==> src/rtl/bswx_pkg.sv <==
`timescale 1ns/1ps
package bswx_pkg;
  localparam int WORD_W   = 64;
  localparam int INSTR_W  = 32;
  localparam int REG_IDX_W = 5;

  localparam logic [5:0] MAJOR_OP   = 6'b011111;
  localparam logic [5:0] FN_PERMUTE = 6'b100100;
  localparam logic [5:0] FN_EXTEND  = 6'b100000;
  localparam logic [4:0] SUB_SWAP   = 5'b00010;
  localparam logic [4:0] SUB_HREV   = 5'b00101;
  localparam logic [4:0] SUB_SEXTB  = 5'b10000;
  localparam logic [4:0] SUB_SEXTH  = 5'b11000;

  typedef struct packed {
    logic swapAll;
    logic halfRev;
    logic swapLow;
    logic sextByte;
    logic sextHalf;
  } ctrlStrobes_t;
endpackage

==> src/rtl/bswx_decode.sv <==
`timescale 1ns/1ps
module bswx_decode
  import bswx_pkg::*;
#(
  parameter int INSTR_WIDTH = INSTR_W,
  parameter int IDX_WIDTH   = REG_IDX_W
) (
  input  logic [INSTR_WIDTH-1:0] instrWord,
  output ctrlStrobes_t           strobes,
  output logic [IDX_WIDTH-1:0]   destIdx,
  output logic                   opValid
);
  logic [5:0] majorOp;
  logic [4:0] rsField;
  logic [4:0] subOp;
  logic [5:0] funcCode;
  logic       classHit;

  assign majorOp  = instrWord[31:26];
  assign rsField  = instrWord[25:21];
  assign subOp    = instrWord[10:6];
  assign funcCode = instrWord[5:0];
  assign destIdx  = instrWord[15:11];
  assign classHit = (majorOp == MAJOR_OP) && (rsField == '0);

  always_comb begin
    strobes = '0;
    if (classHit) begin
      if (funcCode == FN_PERMUTE) begin
        strobes.swapAll = (subOp == SUB_SWAP);
        strobes.halfRev = (subOp == SUB_HREV);
      end else if (funcCode == FN_EXTEND) begin
        strobes.swapLow  = (subOp == SUB_SWAP);
        strobes.sextByte = (subOp == SUB_SEXTB);
        strobes.sextHalf = (subOp == SUB_SEXTH);
      end
    end
  end

  assign opValid = |strobes;

  always_comb begin
    // never more than one operation selected
    p_single_op_r7: assert ($onehot0(strobes));
    // a recognised encoding carries the right opcode and a zero rs field
    p_valid_fields_r1: assert (!opValid || (instrWord[31:26] == 6'b011111 && instrWord[25:21] == 5'b0));
  end
endmodule

==> src/rtl/bswx_permute.sv <==
`timescale 1ns/1ps
module bswx_permute
  import bswx_pkg::*;
#(
  parameter int DATA_WIDTH = WORD_W
) (
  input  ctrlStrobes_t          strobes,
  input  logic [DATA_WIDTH-1:0] srcOperand,
  output logic [DATA_WIDTH-1:0] result
);
  localparam int HALF_W   = 16;
  localparam int BYTE_W   = 8;
  localparam int LOW_W    = 32;
  localparam int HALF_CNT = DATA_WIDTH / HALF_W;

  logic [DATA_WIDTH-1:0] swapAllVal;
  logic [DATA_WIDTH-1:0] halfRevVal;
  logic [DATA_WIDTH-1:0] swapLowVal;
  logic [DATA_WIDTH-1:0] sextByteVal;
  logic [DATA_WIDTH-1:0] sextHalfVal;

  for (genvar h = 0; h < HALF_CNT; h++) begin : g_half
    assign swapAllVal[h*HALF_W +: HALF_W] =
      {srcOperand[h*HALF_W +: BYTE_W], srcOperand[h*HALF_W+BYTE_W +: BYTE_W]};
    assign halfRevVal[h*HALF_W +: HALF_W] =
      srcOperand[(HALF_CNT-1-h)*HALF_W +: HALF_W];
  end

  assign swapLowVal  = {{(DATA_WIDTH-LOW_W){swapAllVal[LOW_W-1]}}, swapAllVal[LOW_W-1:0]};
  assign sextByteVal = {{(DATA_WIDTH-BYTE_W){srcOperand[BYTE_W-1]}}, srcOperand[BYTE_W-1:0]};
  assign sextHalfVal = {{(DATA_WIDTH-HALF_W){srcOperand[HALF_W-1]}}, srcOperand[HALF_W-1:0]};

  always_comb begin
    result = '0;
    if (strobes.swapAll)  result = swapAllVal;
    if (strobes.halfRev)  result = halfRevVal;
    if (strobes.swapLow)  result = swapLowVal;
    if (strobes.sextByte) result = sextByteVal;
    if (strobes.sextHalf) result = sextHalfVal;
  end

  always_comb begin
    // the bits above the byte copy its sign
    p_byte_fill_r5: assert (!strobes.sextByte || result[DATA_WIDTH-1:BYTE_W] == {(DATA_WIDTH-BYTE_W){srcOperand[BYTE_W-1]}});
    // the bits above the halfword copy its sign
    p_half_fill_r6: assert (!strobes.sextHalf || result[DATA_WIDTH-1:HALF_W] == {(DATA_WIDTH-HALF_W){srcOperand[HALF_W-1]}});
    // the upper word copies the sign of the swapped low word, which comes from operand bit 23
    p_low_fill_r4: assert (!strobes.swapLow || result[DATA_WIDTH-1:LOW_W] == {(DATA_WIDTH-LOW_W){srcOperand[23]}});
    // no strobe, zero result
    p_idle_zero_r7: assert (strobes != '0 || result == '0);
    // the top halfword lands at the bottom
    p_rev_ends_r3: assert (!strobes.halfRev || result[HALF_W-1:0] == srcOperand[DATA_WIDTH-1 -: HALF_W]);
    // the bytes of every halfword trade places
    p_swap_bytes_r2: assert (!strobes.swapAll || {result[7:0], result[15:8]} == srcOperand[15:0]);
  end
endmodule

==> src/rtl/bswx_unit.sv <==
`timescale 1ns/1ps
module bswx_unit
  import bswx_pkg::*;
(
  input  logic [31:0] instrWord,
  input  logic [63:0] srcOperand,
  output logic [63:0] result,
  output logic [4:0]  destIdx,
  output logic        resultValid
);
  ctrlStrobes_t strobes;

  bswx_decode #(
    .INSTR_WIDTH(INSTR_W),
    .IDX_WIDTH(REG_IDX_W)
  ) u_decode (
    .instrWord(instrWord),
    .strobes(strobes),
    .destIdx(destIdx),
    .opValid(resultValid)
  );

  bswx_permute #(
    .DATA_WIDTH(WORD_W)
  ) u_permute (
    .strobes(strobes),
    .srcOperand(srcOperand),
    .result(result)
  );

  always_comb begin
    // the destination index follows the instruction word
    p_dest_follow_r8: assert (destIdx == instrWord[15:11]);
  end
endmodule

==> config.mk <==
export PLATFORM = sky130hd
export DESIGN_NAME = bswx_unit
export DESIGN_NICKNAME = d
export VERILOG_FILES = /design/src/rtl/bswx_pkg.sv /design/src/rtl/bswx_decode.sv /design/src/rtl/bswx_permute.sv /design/src/rtl/bswx_unit.sv
export SDC_FILE = /design/constraint.sdc
export NUM_CORES = 1
export LEC_CHECK = 0
export CAP_MARGIN = 25
export CORE_ASPECT_RATIO = 1.4
export CORE_MARGIN = 4
export CORE_UTILIZATION = 33
export DETAILED_ROUTE_END_ITERATION = 12
export GPL_TIMING_DRIVEN = 0
export PLACE_DENSITY_LB_ADDON = 0.1
export SETUP_SLACK_MARGIN = 0.2
export SKIP_LAST_GASP = 1
export SYNTH_ARGS = -nofsm -noshare
export SYNTH_HDL_FRONTEND = slang
export SYNTH_SLANG_ARGS = --single-unit
==> constraint.sdc <==
create_clock -name vclk -period 3.6
set_input_delay 0.72 -clock vclk [all_inputs]
set_output_delay 0.72 -clock vclk [all_outputs]
set_load 0.02 [all_outputs]
-- After elaboration in Yosys (flattened, before gate mapping)
Index checks and enable logic that the tools add are counted.
- flip-flop bits (word level): 0
- bits of input ports: 96
- logic and storage cells: 19
- muxes and demuxes: 9
- eq/ne operators: 7
- reduce and logical (&&, ||, !) cells: 3
- operators with widths (kind ; count):
    $mux 64 ; 5
    $eq 6x6->1 const B ; 2
    $eq 5x5->1 const B ; 2
    $eq 6x5->1 const B ; 1
    $mux 3 ; 2
    $eq 5x2->1 const B ; 1
    $eq 5x3->1 const B ; 1
    $logic_not 5->1 ; 1
    $mux 5 ; 1
    $reduce_or 5->1 ; 1
    $mux 2 ; 1
    $logic_and 1x1->1 ; 1

-- Longest topological paths before layout
- depth after elaboration: 9
- depth in mapped cells: 7
- depth with buffers taken out: 4

-- Cells and area by module
Synthesis repeated with hierarchy kept, for this count alone.
- cell total of the unflattened synthesis: 220
- area, all modules: 1428.9 um^2
- by module, submodules not included (module ; area each (um^2) ; cells an instance ; sequential area each (um^2) ; times used):
    bswx_permute ; 1224.9 ; 192 ; 0.0 ; 1
    bswx_decode ; 203.9 ; 28 ; 0.0 ; 1

-- Worst setup path after synthesis
OpenSTA, ideal clock, no wires.
- path kind: input-to-output
- start point: input port instrWord[25]
- end point: output port result[32]
- buffers on the path: 2
- stages: 6
- arrival: 2.100 ns
- slack: 0.780 ns
- data required time: 2.880 ns
- cell sequence: and4bb_1 > nand3_4 > or3_1 > buf_2 > buf_6 > o21bai_1
- word-level cells in the longest chain between the ends: 8
- ends and longest elaborated chain (what ; line ; source):
    start: declaration ; bswx_unit.sv:5 ; input logic [31:0] instrWord,
    $logic_not 5->1 * ; bswx_decode.sv:24 ; assign classHit = (majorOp == MAJOR_OP) && (rsField == '0);
    $logic_and 1x1->1 * ; bswx_decode.sv:24 ;
    $mux 5 * ; bswx_decode.sv:28 ; if (classHit) begin
    $mux 64 ; bswx_permute.sv:35 ; if (strobes.swapAll) result = swapAllVal;
    $mux 64 ; bswx_permute.sv:36 ; if (strobes.halfRev) result = halfRevVal;
    $mux 64 ; bswx_permute.sv:37 ; if (strobes.swapLow) result = swapLowVal;
    $mux 64 ; bswx_permute.sv:38 ; if (strobes.sextByte) result = sextByteVal;
    $mux 64 * ; bswx_permute.sv:39 ; if (strobes.sextHalf) result = sextHalfVal;
    end: declaration ; bswx_unit.sv:7 ; output logic [63:0] result,
Mark *: on every way between the ends. The rest lies on a longest branch, timed or not.

-- Final worst setup path
- start point: input port instrWord[5]
- end point: output port result[39]
- word-level cells in the longest chain between the ends: 8
- elaborated cells on any way between the ends: 11
- those cells by class: eq/ne (2); mux (9)
- ends and longest elaborated chain (what ; line ; source):
    $eq 6x6->1 ; bswx_decode.sv:29 ; if (funcCode == FN_PERMUTE) begin
    $mux 2 ; bswx_decode.sv:29 ;
    $mux 5 * ; bswx_decode.sv:28 ;
    $mux 64 ; bswx_permute.sv:35 ;
    $mux 64 ; bswx_permute.sv:36 ;
    $mux 64 ; bswx_permute.sv:37 ;
    $mux 64 ; bswx_permute.sv:38 ;
    $mux 64 * ; bswx_permute.sv:39 ;
Marked as above.

==> impl_metrics.json <==
{
  "setup_viol": 0,
  "antenna_found_initial": 0,
  "routabilityCongestion": 0.887,
  "start_util_pct": 34.5,
  "slew_violations": 0,
  "period_needed_ps": 3350,
  "via_per_inst": 5.90,
  "grt_pass1_wl_um": 12800,
  "max_stage_delay_ps": 500,
  "wl_per_cell_um": 18.9,
  "drive_above_1_share_pct": 30.7,
  "synth_top_area_share_pct": 18.6,
  "yosysWarnings": 0,
  "syn_area_per_cell_sq_um": 7.11,
  "grt_usage_pct": 25.6,
  "yosys-top-cells-area": "a22oi_1 (19%), o21bai_1 (15%), a211o_1 (9.4%)",
  "die_w_um": 66.4,
  "combPwrFrac_pct": 100.0,
  "yosysTopAreaCell": "a22oi_1",
  "num-clock-buffers": 0,
  "dp.cells": 440,
  "grt_max_degree": 11,
  "max-vdd-ir-drop_mv": 0.0438,
  "timing.hold.ws_ps": 2070,
  "syn_area_sq_um": 1580,
  "crit_family": "buffers and inverters",
  "max-cap-violations": 0,
  "cp-start-kind": "input pin",
  "ys_types": 35,
  "rows": 29,
  "p_sw_share_pct": 38.5,
  "path_cells": "clkdlybuf4s50_1, nor2b_4, buf_6, nand2_2, or2_2, clkbuf_2, o22ai_1, clkdlybuf4s15_2",
  "pre_cts_ws_ps": -434,
  "final.setup.tns_ps": 0,
  "crit_arrival_ps": 2630,
  "syn_to_final_growth_pct": 98.3,
  "finalNetCount": 482,
  "antenna_left": 0,
  "required_ps": 2880,
  "drc_errors": 0,
  "synth_nets": 318,
  "diodes": 0,
  "io_pins": 166,
  "cp_slowest_cell": "clkdlybuf4s50_1",
  "io_buffers": 156,
  "internal_power_w": 0.000111,
  "final_cells": 446,
  "regArea_sq_um": 0,
  "drt_iter0_markers": 269,
  "tightestPinTransition_ps": 462,
  "crit_buf_inv": 4,
  "period_share_pct": 93.1,
  "p_leak_nw": 1.33,
  "pwr_density_cell_nw_per_um2": 57.9,
  "die-area_sq_um": 5970,
  "p_seq_share_pct": 0,
  "status": "completed",
  "dp_hpwl_um": 6330,
  "setup_ws_ps": 249,
  "seq_cell_count": 0,
  "finalHoldViolCount": 0,
  "totalWireLength_um": 8410,
  "ys_seq_area_share_pct": 0,
  "overflow": 0,
  "dr.pass1.iters": 4,
  "clkPwrFrac_pct": 0,
  "yosysMostFrequentCell": "a22oi_1",
  "fmax_mhz": 298,
  "endpoint_kind": "primary output",
  "finalPower_w": 0.000181,
  "power.switching_w": 0.0000697,
  "grt_pass1_vias": 2560,
  "die_y_um": 89.8,
  "hp-class": "in -> out",
  "synthCells": 222,
  "slew_headroom_pct": 69.2,
  "path_class": "in -> out",
  "coreArea_sq_um": 4570,
  "routed-via-count": 2633,
  "worstPathMaxFanout": 9,
  "rsz0062_at_grt": "true",
  "synth_common_cells": "a22oi_1 (39), o21bai_1 (31), nor3_1 (18)"
}
[worst paths after layout]
path / slack [ps] / endpoint / cells after the start / startpoint
hold / removal: 2070 / destIdx[3] / 2 / instrWord[14]
setup / recovery: 250 / result[39] / 8 / instrWord[5]
[metal layers]
| layer | part of all wire [%] | up-vias | track usage [%] |
|---|---|---|---|
| li1 | - | 1231 | - |
| met1 | 37 | 1248 | 29.4 |
| met2 | 53 | 140 | 49.8 |
| met3 | 8.5 | 14 | 3.74 |
| met4 | 1.4 | 0 | 1.86 |
| met5 | 0 | - | 0 |
[power groups by stage]
stage                     sequential (W)  combinational [W]  clock, W
after floorplan                        0          0.0000427         0
after global placement                 0           0.000166         0
after detailed placement               0           0.000168         0
after CTS                              0           0.000172         0
after global routing                   0           0.000191         0
final                                  0           0.000181         0
[cell type report]
cell class	instances	area, sq um
inverters	1	3.75
plain buffers	35	263
fillers	439	1440
well taps	62	77.6
repair buffers	162	1350
multi-input cells	186	1440
[cells by family (layout without fill, tap and decap cells)]
family / after synthesis / count (layout) / share of synthesized area, %
and+or+nand+nor: 64 / 64 / 25.6
buffers and inverters: 36 / 198 / 14.0
AOI/OAI and AO/OA: 122 / 122 / 60.4
[cell usage in the layout (no fill, tap or decap), types with 3 or more instances in the layout]
cell type / instances
buf_2: 26
and2_1: 4
clkbuf_2: 33
clkdlybuf4s15_2: 7
nand2_1: 3
buf_6: 9
a21oi_1: 7
a22oi_1: 39
nand3_1: 17
a211o_1: 17
clkdlybuf4s50_1: 87
buf_4: 26
dlygate4sd2_1: 3
nor3_1: 17
o2bb2ai_1: 16
o21bai_1: 31
a22o_1: 7
[through the flow]
stage               util, %  area, sq um
floorplan                 -         1580
global placement       70.4         3220
detailed placement     70.4         3220
CTS                    69.6         3180
global route           68.4         3130
finish                 68.4         3130
[what timing repair did]
item	4_1_cts	5_1_grt
endpoints found under the hold margin	0	0
hold buffers	0	0
setup buffers	4	1
cloned	0	1
setup endpoints to repair	65	65
pin swaps	5	3
gates resized for setup	200	70
No activity file was read; power rests on OpenSTA's default activity.
